**src/rtl/tlb_pkg.sv**
```systemverilog
package tlb_pkg;
    parameter int VPN_W  = 20;
    parameter int PPN_W  = 16;
    parameter int ASID_W = 8;

    typedef logic [VPN_W-1:0]  vpn_t;
    typedef logic [PPN_W-1:0]  ppn_t;
    typedef logic [ASID_W-1:0] asid_t;

    typedef struct packed {
        logic  glob;
        asid_t asid;
        vpn_t  vpn;
        ppn_t  ppn;
    } tlb_ent_t;

    typedef struct packed {
        logic  addr_given;
        logic  asid_given;
        asid_t asid;
    } fence_req_t;

    // An entry belongs to the presented space if it is global or the IDs agree
    function automatic logic space_ok(tlb_ent_t e, asid_t a);
        return e.glob || (e.asid == a);
    endfunction
endpackage

```
**src/rtl/tlb_match.sv**
```systemverilog
module tlb_match
    import tlb_pkg::*;
#(
    parameter int N = 8
) (
    input  tlb_ent_t   ents [N],
    input  logic [N-1:0] valid,
    input  vpn_t       cmp_vpn,
    input  asid_t      cmp_asid,
    input  fence_req_t fence,
    output logic [N-1:0] hit_vec,
    output logic [N-1:0] kill_vec
);
    // One comparator per entry serves both lookup and targeted fence
    for (genvar i = 0; i < N; i++) begin : g_ent
        logic page_eq;
        assign page_eq     = valid[i] && (ents[i].vpn == cmp_vpn);
        assign hit_vec[i]  = page_eq && space_ok(ents[i], cmp_asid);
        assign kill_vec[i] = fence.addr_given
                           ? (page_eq && (!fence.asid_given ||
                                (!ents[i].glob && ents[i].asid == fence.asid)))
                           : 1'b1;
    end
endmodule

```
**src/rtl/tlb_victim.sv**
```systemverilog
module tlb_victim #(
    parameter int N = 8
) (
    input  logic                 clk,
    input  logic                 rst,
    input  logic [N-1:0]         valid,
    input  logic                 take,
    output logic [$clog2(N)-1:0] idx
);
    localparam int IDX_W = $clog2(N);
    localparam logic [IDX_W-1:0] LAST = IDX_W'(N - 1);

    logic [IDX_W-1:0] rr_q;
    logic [IDX_W-1:0] free_idx;
    logic             full;

    assign full = &valid;

    always_comb begin
        free_idx = '0;
        for (int i = N - 1; i >= 0; i--) begin
            if (!valid[i]) free_idx = IDX_W'(i);
        end
    end

    assign idx = full ? rr_q : free_idx;

    always_ff @(posedge clk) begin
        if (rst)               rr_q <= '0;
        else if (take && full) rr_q <= (rr_q == LAST) ? '0 : rr_q + 1'b1;
    end

    // the pointer moves by exactly one step per replacement in a full buffer
    a_r8_ptr_step: assert property (@(posedge clk) disable iff (rst)
        (take && full) |=> (rr_q == (($past(rr_q) == LAST) ? '0 : $past(rr_q) + 1'b1)));
    a_r8_ptr_hold: assert property (@(posedge clk) disable iff (rst)
        !(take && full) |=> $stable(rr_q));
endmodule

```
**src/rtl/tlb_fence_top.sv**
```systemverilog
module tlb_fence_top
    import tlb_pkg::*;
#(
    parameter int ENTRIES = 8
) (
    input  logic              clk,
    input  logic              rst,
    input  logic              lk_valid,
    input  logic [VPN_W-1:0]  lk_vpn,
    input  logic [ASID_W-1:0] lk_asid,
    output logic              rsp_hit,
    output logic [PPN_W-1:0]  rsp_ppn,
    input  logic              refill_valid,
    input  logic [VPN_W-1:0]  refill_vpn,
    input  logic [PPN_W-1:0]  refill_ppn,
    input  logic [ASID_W-1:0] refill_asid,
    input  logic              refill_global,
    input  logic              fence_valid,
    input  logic              fence_addr_given,
    input  logic              fence_asid_given,
    input  logic [ASID_W-1:0] fence_asid,
    output logic              walker_flush
);
    localparam int IDX_W = $clog2(ENTRIES);

    tlb_ent_t           ents_q [ENTRIES];
    logic [ENTRIES-1:0] valid_q;
    logic [ENTRIES-1:0] hit_vec, kill_vec;
    logic [IDX_W-1:0]   fill_idx;
    logic               fill_take;
    fence_req_t         freq;
    tlb_ent_t           new_ent;

    assign freq    = '{addr_given: fence_addr_given, asid_given: fence_asid_given, asid: fence_asid};
    assign new_ent = '{glob: refill_global, asid: refill_asid, vpn: refill_vpn, ppn: refill_ppn};

    // Fence has priority; a coincident refill is dropped
    assign fill_take = refill_valid && !fence_valid;

    tlb_match #(.N(ENTRIES)) u_match (
        .ents     (ents_q),
        .valid    (valid_q),
        .cmp_vpn  (lk_vpn),
        .cmp_asid (lk_asid),
        .fence    (freq),
        .hit_vec  (hit_vec),
        .kill_vec (kill_vec)
    );

    tlb_victim #(.N(ENTRIES)) u_victim (
        .clk   (clk),
        .rst   (rst),
        .valid (valid_q),
        .take  (fill_take),
        .idx   (fill_idx)
    );

    always_ff @(posedge clk) begin
        if (rst)              valid_q <= '0;
        else if (fence_valid) valid_q <= valid_q & ~kill_vec;
        else if (fill_take)   valid_q[fill_idx] <= 1'b1;
    end

    always_ff @(posedge clk) begin
        if (fill_take) ents_q[fill_idx] <= new_ent;
    end

    always_comb begin
        rsp_ppn = '0;
        for (int i = 0; i < ENTRIES; i++) begin
            if (hit_vec[i]) rsp_ppn = rsp_ppn | ents_q[i].ppn;
        end
        rsp_hit = lk_valid && !fence_valid && (|hit_vec);
        if (!rsp_hit) rsp_ppn = '0;
    end

    assign walker_flush = fence_valid && !fence_addr_given;

    // a full fence leaves nothing valid
    a_r2_full_clear: assert property (@(posedge clk) disable iff (rst)
        (fence_valid && !fence_addr_given) |=> (valid_q == '0));
    // a targeted fence never adds entries
    a_r4_no_grow: assert property (@(posedge clk) disable iff (rst)
        (fence_valid && fence_addr_given) |=> ($countones(valid_q) <= $countones($past(valid_q))));
    // a refill into a non-full buffer adds exactly one entry
    a_r7_adds_one: assert property (@(posedge clk) disable iff (rst)
        (fill_take && !(&valid_q)) |=> ($countones(valid_q) == $countones($past(valid_q)) + 1));
    // a refill during a fence never raises the valid count
    a_r9_fence_wins: assert property (@(posedge clk) disable iff (rst)
        (fence_valid && refill_valid) |=> ($countones(valid_q) <= $countones($past(valid_q))));
    // the bench never installs duplicate pages, so at most one entry matches
    a_r1_single_hit: assert property (@(posedge clk) disable iff (rst)
        lk_valid |-> $onehot0(hit_vec));
    // global entries survive an ASID-qualified page fence
    for (genvar i = 0; i < ENTRIES; i++) begin : g_glob
        a_r5_global_kept: assert property (@(posedge clk) disable iff (rst)
            (fence_valid && fence_addr_given && fence_asid_given &&
             valid_q[i] && ents_q[i].glob) |=> valid_q[i]);
    end
endmodule

```
**config.mk**
```make
export PLATFORM = sky130hd
export DESIGN_NAME = tlb_fence_top
export DESIGN_NICKNAME = d
export VERILOG_FILES = /design/src/rtl/tlb_pkg.sv /design/src/rtl/tlb_match.sv /design/src/rtl/tlb_victim.sv /design/src/rtl/tlb_fence_top.sv
export SDC_FILE = /design/constraint.sdc
export NUM_CORES = 1
export LEC_CHECK = 0
export BUFFER_PORTS_ARGS = -buffer_cell sky130_fd_sc_hd__clkbuf_2
export CAP_MARGIN = 20
export CORE_MARGIN = 1
export CORE_UTILIZATION = 35
export CTS_CLUSTER_DIAMETER = 100
export DETAILED_ROUTE_END_ITERATION = 8
export GPL_TIMING_DRIVEN = 0
export PLACE_DENSITY = 0.58
export SLEW_MARGIN = 10
export SYNTH_ARGS = -nofsm -noshare
export SYNTH_HDL_FRONTEND = slang
export SYNTH_SLANG_ARGS = --single-unit
```
**constraint.sdc**
```tcl
create_clock -name clk -period 6.05 [get_ports clk]
set_clock_uncertainty 0.1 [all_clocks]
set_input_delay 1.21 -clock clk [delete_from_list [all_inputs] [get_ports clk]]
set_output_delay 1.21 -clock clk [all_outputs]
set_load 0.01 [all_outputs]
```
==> metrics.md, run 1 <==
| Metric | Value |
|---|---|
| Outcome | `completed` |
| Final setup vio count | `0` |
| DRC | `0` |
| Gpl congestion | `0.874` |
| H-tree depth | `2` |
| Worst VDD drop | `217 uV` |
| FILL cells | `4085` |
| Fmax | `0.172 GHz` |
| Row count | `77` |
| Post-synth ARST share | `0` |
| Wirelength, routed | `40300 um` |
| Worst-Margin Slew | `938 ps` |
| Worst slew margin | `0.370` |
| Top Ports | `106` |
| Starting Density | `0.356` |
| Top Family by Delay on Critical Path | `simple AND/OR/NAND/NOR gates` |
| RSZ-0062 raised after global routing | `no` |
| Total Power | `5.43 mW` |
| Clock Latency Late Sink | `560 ps` |
| Fin nets | `1200` |
| CP bufs+invs | `3` |
| Reg-to-reg slack, setup | `2470 ps` |
| Hold_ws | `448 ps` |
| MaxCap Viol Count | `0` |
| CTS buffer count | `39` |
| Critical path capture point type | `output pin` |
| Die area | `46000 sq um` |
| Antenna Nets Post-Route | `0` |
| Post-Syn Area | `15800 sq um` |
| Die Span X | `214 um` |
| Via density per instance | `5.01` |
| Tmin final | `5820 ps` |
| Pin count of the biggest net entering global routing | `46` |
| # clock sinks | `371` |
| CTS root buffer | `clkbuf_16` |
| Critical path class | `input pin to output pin` |
| Post-synth net total | `1066` |
| Post-synth EDFFs | `360` |
| 1st-pass router iterations | `5` |
| DR vias | `8695` |
| Synth Instances | `976` |
| Final hold vios | `0` |
| Port Buffer Count | `67` |
| Switching power total | `1.18 mW` |
| Pint | `4.25 mW` |
| Most frequent cells after synthesis | `edfxtp_1 (360), xor2_1 (234), nor4_1 (57)` |
| Pwr/cell area | `293 nW/um^2` |
| Wire per inst | `23.3 um` |
| Sequential element share of the synthesized area | `0.698` |
| CP required | `4740 ps` |
| Initial antenna violation count | `1` |
| Final period util | `0.962` |
| Die Height | `214 um` |
| Critical path's slowest cell | `nor3_4` |
| Detailed Place HPWL | `27800 um` |
| Leak pwr | `6.10 nW` |
| Worst-path maximum fanout | `10` |
| Ys flop type | `edfxtp_1` |
| Reg area | `11000 sq um` |
| Vias in the first global route | `9006` |
| Synth warn | `0` |
| Mapped Avg Cell Area | `16.2 sq um` |
| HP Class | `flip-flop to flip-flop` |
| Layout Utilization | `0.418` |
| Clock Pin Slew Worst Setup and Hold Paths | `60 ps` |
| Post-synthesis register bit count | `371` |
| TritonCTS clock tree | `built` |
| Area growth syn-to-layout | `17.2%` |
| Worst Path Arrival | `4510 ps` |
| Ordered cell list for the critical path | `buf_2, xor2_1, nor4_1, nand4_1, nor3_4, clkbuf_1, a22o_1, a221oi_1, a21boi_1, clkbuf_2` |
| Final max-slew violation count | `0` |
| Sw Ratio | `0.217` |
| GRT Overall Usage | `0.177` |
| Yosys top cell area share | `0.685` |
| Reg power frac | `0.524` |
| Most frequent cell after synthesis | `edfxtp_1` |
| Violation count after the first detailed-route iteration | `576` |
| CP max stage delay | `590 ps` |
| Unique cell type count in the Yosys netlist | `46` |
| Startpoint types | `input pin` |
| Hold_buf cts | `0` |
| Clk buf depth | `3` |
| Overflow after GRT | `0` |
| Multi-input logic area | `4550 sq um` |
| First-pass GRT wire length | `59900 um` |
| Ranking of synthesized cells by area | `edfxtp_1 (68%), xor2_1 (13%), xnor2_1 (3.0%)` |
| Leading area contributor after synthesis | `edfxtp_1` |
| Core box area | `44300 sq um` |
| Combinational power share | `0.048` |
| Post-route cell area | `18500 sq um` |
| Clk pwr share | `0.427` |
| Dpl cell area | `17300 sq um` |
| Share of cells above drive strength 1 | `0.183` |
final cells by class:
type | instances | area share
sequential | 371 | 0.596
multi-input combinational | 552 | 0.246
clock buffer | 47 | 0.0543
tap | 592 | 0.0400
timing repair buffer | 93 | 0.0364
buffer | 50 | 0.0147
clock inverter | 25 | 0.0124
inverter | 3 | 0.000608
antenna | 1 | 0.000135
power by group through the flow:
| stage | Combinational [mW] | Clock [mW] | Sequential, mW |
|---|---|---|---|
| 3_3_place_gp | 0.254 | 0 | 2.90 |
| 3_5_place_dp | 0.266 | 0 | 2.90 |
| 6_report | 0.262 | 2.32 | 2.85 |
| 5_1_grt | 0.285 | 2.46 | 2.85 |
| 4_1_cts | 0.268 | 2.37 | 2.85 |
| 2_1_floorplan | 0.143 | 0 | 2.90 |
registers in the layout, summed over array words and instances, names as in the netlist:
register,flops
valid_q,8
ents_q,360
u_victim.rr_q,3
worst reg2reg max path: stages (launching register included):
cell      delay [ps]
dfxtp_1          450
nand4_1          190
or2_2            340
nor2_1           140
a31o_2           120
clkbuf_1         480
nand3_1          320
nor3_2           560
buf_4            330
buf_4            240
metal layers:
metal,part of all wire,track usage
met4,0.018,0.0502
met1,0.45,0.238
met3,0.043,0.0304
met2,0.48,0.294
met5,0,0
worst paths after layout:
| kind | to | startpoint | depth (start not counted) |
|---|---|---|---|
| hold / removal | u_victim.rr_q[0] | u_victim.rr_q[0] | 2 |
| setup reg to reg | ents_q[4] | valid_q[0] | 9 |
| setup / recovery | rsp_ppn[2] | lk_vpn[8] | 10 |
| hold reg to reg | u_victim.rr_q[0] | u_victim.rr_q[0] | 2 |
stage by stage:
step | setup WS, ps | TNS, ps | cells
after CTS | 92.7 | 0 | 1733
after global placement | -2330 | -388920 | 1635
after global routing | 44.5 | 0 | 1734
final | 232 | 0 | 1734
after floorplan | 814 | 0 | 976
after detailed placement | 45.5 | 0 | 1661
kinds of logic after synthesis:
logic type,Yosys count,synth area share
mux,3,0.00190
fa+ha+maj,2,0.00158
xor+xnor,288,0.160
flops,371,0.698
compound gates,124,0.0654
simple gates,135,0.0550
buf+inv,53,0.0180
cells in the final DEF, fill, tap and decap left out, types with 3 or more instances in the layout:
cell type,count
clkbuf_2,67
inv_1,3
clkinv_2,5
o21a_1,4
a211oi_1,3
nand4_1,18
a22o_1,32
a21boi_1,7
a221oi_1,32
buf_16,4
a21oi_1,13
mux2i_1,3
bufinv_16,3
o41ai_1,5
nand2_1,10
nand3_1,12
clkbuf_16,39
nor4_1,55
buf_4,16
nand2b_1,3
nor4_4,7
a21boi_2,9
clkbuf_1,23
edfxtp_1,360
clkinv_1,12
nor2_1,12
nor3_2,4
buf_2,23
o31a_1,7
buf_6,13
xor2_1,234
dfxtp_1,11
xnor2_1,54
repair_timing:
action / in CTS / in global routing
endpoints found under the setup margin: 2 / 10
gates cloned: 0 / 0
hold endpoints to repair: 0 / 0
setup buffers: 0 / 0
resized for setup: 1 / 1
Power figures use the tool's default switching activity.
==> inputs of run 2 (changes only) <==
--- a/config.mk
+++ b/config.mk
@@ -13,7 +13,7 @@
 export DETAILED_ROUTE_END_ITERATION = 8
 export GPL_TIMING_DRIVEN = 0
 export PLACE_DENSITY = 0.58
-export SLEW_MARGIN = 10
+export REMOVE_ABC_BUFFERS = 1
 export SYNTH_ARGS = -nofsm -noshare
 export SYNTH_HDL_FRONTEND = slang
 export SYNTH_SLANG_ARGS = --single-unit
==> run 2 against run 1 <==
Net effect: cell area increased by 0.21%; first-iteration DRC count increased by 0.52%; wire length about the same; sequential cell count did not move; fmax fell by 1.6%; critical path depth shrank 1; largest cell class unchanged.
==> metrics.md, run 2 (same netlist as run 1, synthesis figures left out) <==
| Metric | Value |
|---|---|
| Clk buf depth | `3 (unchanged)` |
| Worst-Margin Slew | `888 ps (-49.8 ps)` |
| DRC | `0 (unchanged)` |
| Number of flip-flops in the largest register | `360 (unchanged)` |
| Starting Density | `0.356 (unchanged)` |
| Pwr/cell area | `292 nW/um^2 (-0.47%)` |
| Tmin final | `5920 ps (+97.6 ps)` |
| Final worst slack | `134 ps (-97.6 ps)` |
| Critical path capture point type | `output pin` |
| Multi-input logic area | `4550 sq um (about the same)` |
| Final max-slew violation count | `0 (unchanged)` |
| Fmax | `0.169 GHz (-1.6%)` |
| Area growth syn-to-layout | `17.5%` |
| Registers with the most flip-flops | `ents_q x360, valid_q x8, u_victim.rr_q x3` |
| Crit. path cell count | `9 (-1)` |
| Die area | `46000 sq um (unchanged)` |
| Clock Latency Late Sink | `540 ps (-20 ps)` |
| Reg-to-reg slack, setup | `2880 ps (+410 ps)` |
| First-pass GRT wire length | `60000 um (+0.20%)` |
| Startpoint types | `input pin` |
| Port Buffer Count | `105 (+57%)` |
| TNS Setup | `0 ps (unchanged)` |
| Initial antenna violation count | `2 (+1)` |
| GRT Overall Usage | `0.177 (+0.000183)` |
| Die Height | `214 um (unchanged)` |
| Final setup vio count | `0 (unchanged)` |
| FF-to-FF path depth | `7 (-2)` |
| Detailed Place HPWL | `27700 um (-0.54%)` |
| Most common cell after layout, fill and taps aside | `edfxtp_1` |
| Vias in the first global route | `8879 (-1.4%)` |
| TritonCTS clock tree | `built` |
| Overflow after GRT | `0 (unchanged)` |
| CP max stage delay | `700 ps (+110 ps)` |
| CP bufs+invs | `2 (-1)` |
| Dpl cell area | `17300 sq um (+0.21%)` |
| MaxCap Viol Count | `0 (unchanged)` |
| Worst-path maximum fanout | `17 (+7)` |
| Most frequent cells in the layout | `edfxtp_1 (360), xor2_1 (234), clkbuf_2 (105)` |
| Wire per inst | `23.3 um (+0.29%)` |
| Violation count after the first detailed-route iteration | `579 (+0.52%)` |
| FILL cells | `4069 (-0.39%)` |
| HP Class | `flip-flop to flip-flop` |
| Critical path startpoint | `lk_vpn[11]` |
| RSZ-0062 raised after global routing | `no` |
| Pin count of the biggest net entering global routing | `32 (-30%)` |
| Row count | `77 (unchanged)` |
| Clock Pin Slew Worst Setup and Hold Paths | `60 ps (about the same)` |
| Core box area | `44300 sq um (unchanged)` |
| Top reg by flops | `ents_q` |
| Worst slew margin | `0.407 (+0.0365)` |
| Top Ports | `106 (unchanged)` |
| Fin nets | `1199 (-0.083%)` |
| Ordered cell list for the critical path | `clkbuf_2, xor2_1, nor4_1, nand4_1, nor4_4, nor4_1, a21oi_4, a21boi_1, clkbuf_2` |
| Total Power | `5.42 mW (-0.26%)` |
| Outcome | `completed` |
| CP required | `4740 ps (about the same)` |
| Die Span X | `214 um (unchanged)` |
| DR vias | `8664 (-0.36%)` |
| Leak pwr | `6.15 nW (+0.83%)` |
| Hold_ws | `460 ps (+12.0 ps)` |
| CTS buffer count | `38 (-2.6%)` |
| Worst VDD drop | `191 uV (-12%)` |
| Hold_buf cts | `0 (unchanged)` |
| CTS root buffer | `clkbuf_16` |
| R2R Path Start | `valid_q[1]` |
| Share of cells above drive strength 1 | `0.199 (+0.0159)` |
| Crit path capture | `rsp_ppn[4]` |
| Wirelength, routed | `40300 um (about the same)` |
| Reg area | `11000 sq um (unchanged)` |
| Final hold vios | `0 (unchanged)` |
| 1st-pass router iterations | `5 (unchanged)` |
| Pre-CTS setup slack | `-404 ps (-450 ps)` |
| Antenna Nets Post-Route | `0 (unchanged)` |
| Post-route cell area | `18600 sq um (+0.21%)` |
| Worst R2R End | `ents_q[249]` |
| Final period util | `0.978 (+0.0161)` |
| Worst Path Arrival | `4610 ps (+100 ps)` |
| Critical path's slowest cell | `nor4_4` |
| # clock sinks | `371 (unchanged)` |
| Gpl congestion | `0.916 (+4.8%)` |
| HP Start | `u_victim.rr_q[2]` |
| Top Family by Delay on Critical Path | `simple AND/OR/NAND/NOR gates` |
| Via density per instance | `5.01 (about the same)` |
| Critical path class | `input pin to output pin` |
| H-tree depth | `2 (unchanged)` |
## run 2: cell count changes in the layout (fill, tap and decap cells not counted), sizes merged
cell      before  now
inv            4    5
clkinv        21    9
buf           61   38
clkinvlp       0    2
clkbuf       129  154
bufinv         3    4
## run 2: how the worst min path moves through the flow
stage | end | slack, ps | cells past startpoint
after floorplan | u_victim.rr_q[1] | 390 | 2
after global placement | u_victim.rr_q[2] | 440 | 2
after CTS | u_victim.rr_q[2] | 450 | 2
final | u_victim.rr_q[2] | 460 | 2
after detailed placement | u_victim.rr_q[2] | 440 | 2
after global routing | u_victim.rr_q[0] | 490 | 2
## run 2: final cells by class
cell class,instances,share of cell area
clock inverters,17,0.0109
multi-input cells,552,0.245
repair buffers,143,0.0540
inverters,3,0.000607
diodes,1,0.000135
well taps,592,0.0399
flip-flops and latches,371,0.595
clock buffers,49,0.0546
## run 2: report_power, final
| group | total, mW | internal (mW) | switching, mW |
|---|---|---|---|
| sequential | 2.85 | 2.84 | 0.00809 |
| clock | 2.31 | 1.36 | 0.959 |
| combinational | 0.256 | 0.0816 | 0.174 |
## run 2: per-layer routing
layer,wire [um],vias to the layer above,global-route usage
li1,-,3988,-
met1,17800,4379,0.238
met2,19700,238,0.298
met3,1990,57,0.0254
met4,820,2,0.0500
met5,13,-,0
## run 2: worst register-to-register path: cells and delay by family, from the launching register on
family          cells  cell delay (ps)
flops               1              450
buf+inv             3              690
simple gates        3             1280
compound gates      1              340
## run 2: repair_timing
action,CTS,global route
pin swaps,3,1
resized for setup,1,1
setup endpoints to repair,17,16
setup buffers,2,1
## run 2: metrics by stage
step	utilization	instances
after global placement	0.379	1623
after global routing	0.419	1728
after floorplan	-	926
after detailed placement	0.390	1658
after CTS	0.418	1726
final	0.419	1728
==> inputs of run 3 (changes only) <==
--- a/config.mk
+++ b/config.mk
@@ -12,7 +12,7 @@
 export CTS_CLUSTER_DIAMETER = 100
 export DETAILED_ROUTE_END_ITERATION = 8
 export GPL_TIMING_DRIVEN = 0
-export PLACE_DENSITY = 0.58
+export PLACE_DENSITY = 0.56
 export REMOVE_ABC_BUFFERS = 1
 export SYNTH_ARGS = -nofsm -noshare
 export SYNTH_HDL_FRONTEND = slang
==> constraint.sdc (replaced) <==
create_clock -name clk -period 6.4 [get_ports clk]
set_clock_uncertainty 0.1 [all_clocks]
set_input_delay 1.28 -clock clk [delete_from_list [all_inputs] [get_ports clk]]
set_output_delay 1.28 -clock clk [all_outputs]
set_load 0.01 [all_outputs]
==> run 3 against run 2 <==
Net effect: via count barely moved; largest cell class unchanged; global-route usage is 0.053 points lower; highest routed layer unchanged; cell count up 0.23%; critical endpoint is now rsp_ppn[5]; sequential share of layout area rose by 0.088 points; sequential cell count unchanged; total power decreased by 7.3%; critical path type unchanged.
==> metrics.md, run 3 (same netlist as run 1, synthesis figures left out) <==
| Metric | Value |
|---|---|
| Final hold vios | `0 (unchanged)` |
| Final worst slack | `167 ps (+33.0 ps)` |
| Worst-path maximum fanout | `17 (unchanged)` |
| Worst slew margin | `0.310 (-0.0972)` |
| Clock Latency Late Sink | `540 ps (about the same)` |
| Dpl cell area | `17300 sq um (+0.29%)` |
| CTS root buffer | `clkbuf_16` |
| HP Class | `flip-flop to flip-flop` |
| Critical path capture point type | `output pin` |
| Wire per inst | `23.3 um (-0.19%)` |
| Worst Path Arrival | `4850 ps (+240 ps)` |
| Antenna Nets Post-Route | `0 (unchanged)` |
| Clock Pin Slew Worst Setup and Hold Paths | `60 ps (about the same)` |
| Outcome | `completed` |
| Layout Cells excl Fill | `1732 (+0.23%)` |
| Die Span X | `214 um (unchanged)` |
| Hold_buf cts | `0 (unchanged)` |
| Detailed Place HPWL | `27900 um (+0.89%)` |
| GRT Overall Usage | `0.176 (-0.000527)` |
| DRC | `0 (unchanged)` |
| Violation count after the first detailed-route iteration | `593 (+2.4%)` |
| Worst VDD drop | `173 uV (-9.0%)` |
| Row count | `77 (unchanged)` |
| Fmax | `0.160 GHz` |
| Port Buffer Count | `105 (unchanged)` |
| Vias in the first global route | `8936 (+0.64%)` |
| Ant. Diodes | `0 (-1)` |
| Core box area | `44300 sq um (unchanged)` |
| Wirelength, routed | `40300 um (about the same)` |
| Starting Density | `0.356 (unchanged)` |
| Total Power | `5.02 mW (-7.3%)` |
| Most frequent cells in the layout | `edfxtp_1 (360), xor2_1 (234), clkbuf_2 (105)` |
| TritonCTS clock tree | `built` |
| Die Height | `214 um (unchanged)` |
| 1st-pass router iterations | `5 (unchanged)` |
| Most common cell after layout, fill and taps aside | `edfxtp_1` |
| Die area | `46000 sq um (unchanged)` |
| First-pass GRT wire length | `59600 um (-0.61%)` |
| Cell Count Post-Placement | `1660 (+0.12%)` |
| Number of flip-flops in the largest register | `360 (unchanged)` |
| Startpoint types | `input pin` |
| Final max-slew violation count | `0 (unchanged)` |
| Leak pwr | `6.14 nW (-0.10%)` |
| # clock sinks | `371 (unchanged)` |
| Final period util | `0.974` |
| Overflow after GRT | `0 (unchanged)` |
| Top Ports | `106 (unchanged)` |
| Hold_ws | `461 ps (+0.156 ps)` |
| Initial antenna violation count | `1 (-1)` |
| DR vias | `8669 (+0.058%)` |
| CTS buffer count | `39 (+2.6%)` |
| Pwr/cell area | `271 nW/um^2 (-7.2%)` |
| Gpl congestion | `0.876 (-4.4%)` |
| Tmin final | `6230 ps` |
| Registers with the most flip-flops | `ents_q x360, valid_q x8, u_victim.rr_q x3` |
| Post-route cell area | `18500 sq um (-0.15%)` |
| H-tree depth | `2 (unchanged)` |
| MaxCap Viol Count | `0 (unchanged)` |
| Final setup vio count | `0 (unchanged)` |
| Share of cells above drive strength 1 | `0.196 (-0.00263)` |
| Top reg by flops | `ents_q` |
| Via density per instance | `5.01 (-0.17%)` |
| Pin count of the biggest net entering global routing | `30 (-6.3%)` |
| Layout Utilization | `0.418 (-0.000621)` |
| Area growth syn-to-layout | `17.3%` |
| Critical path class | `input pin to output pin` |
| CP required | `5020 ps (+280 ps)` |
| TNS Setup | `0 ps (unchanged)` |
| Fin nets | `1200 (+0.083%)` |
| Pre-CTS setup slack | `-198 ps (+206 ps)` |
| RSZ-0062 raised after global routing | `no` |
| Worst-Margin Slew | `1030 ps (+139 ps)` |
| Clk buf depth | `3 (unchanged)` |
[run 3: cell types whose count changed in the layout (fill, tap and decap cells not counted), moves of 2 or more]
cell        delta
buf_16         +2
buf_4          -3
buf_6          +2
bufinv_16      -4
clkbuf_1       +5
clkbuf_8       +2
clkinvlp_4     -2
[run 3: routing by layer]
layer,wire (um),vias to the layer above,track usage
met4,953,2,0.0526
met1,18700,4400,0.246
met5,12,-,0
li1,-,3997,-
met2,19000,207,0.284
met3,1660,63,0.0268
[run 3: timing repair]
item	CTS	global route
setup buffers	0	1
hold endpoints to repair	0	0
pin swaps	0	1
gates resized for setup	1	0
setup endpoints to repair	16	2
[run 3: power breakdown]
| part | internal [mW] | switching (mW) | total, mW |
|---|---|---|---|
| clock | 1.18 | 0.906 | 2.08 |
| sequential | 2.68 | 0.00760 | 2.69 |
| combinational | 0.0801 | 0.165 | 0.245 |
[run 3: critical path, stage by stage]
cell,delay [ps]
clkbuf_2,270
xor2_1,240
nor4_1,530
nand4_1,340
nor4_4,850
nor4_1,220
a21oi_4,550
a21boi_1,370
clkbuf_2,200
[run 3: worst paths after layout]
| check | start | endpoint | slack, ps | cells past startpoint |
|---|---|---|---|---|
| hold / removal | u_victim.rr_q[0] | u_victim.rr_q[0] | 460 | 2 |
| setup / recovery | lk_vpn[6] | rsp_ppn[5] | 170 | 9 |
| setup reg to reg | valid_q[1] | ents_q[246] | 3280 | 6 |
| hold reg to reg | u_victim.rr_q[0] | u_victim.rr_q[0] | 460 | 2 |
[run 3: layout make-up]
class | instances | area, sq um
Fill cell | 4027 | 25800
Sequential cell | 371 | 11000
Multi-Input combinational cell | 552 | 4540
Clock buffer | 57 | 1080
Timing Repair Buffer | 143 | 1040
Tap cell | 592 | 741
Clock inverter | 14 | 77.6
Inverter | 3 | 11.3
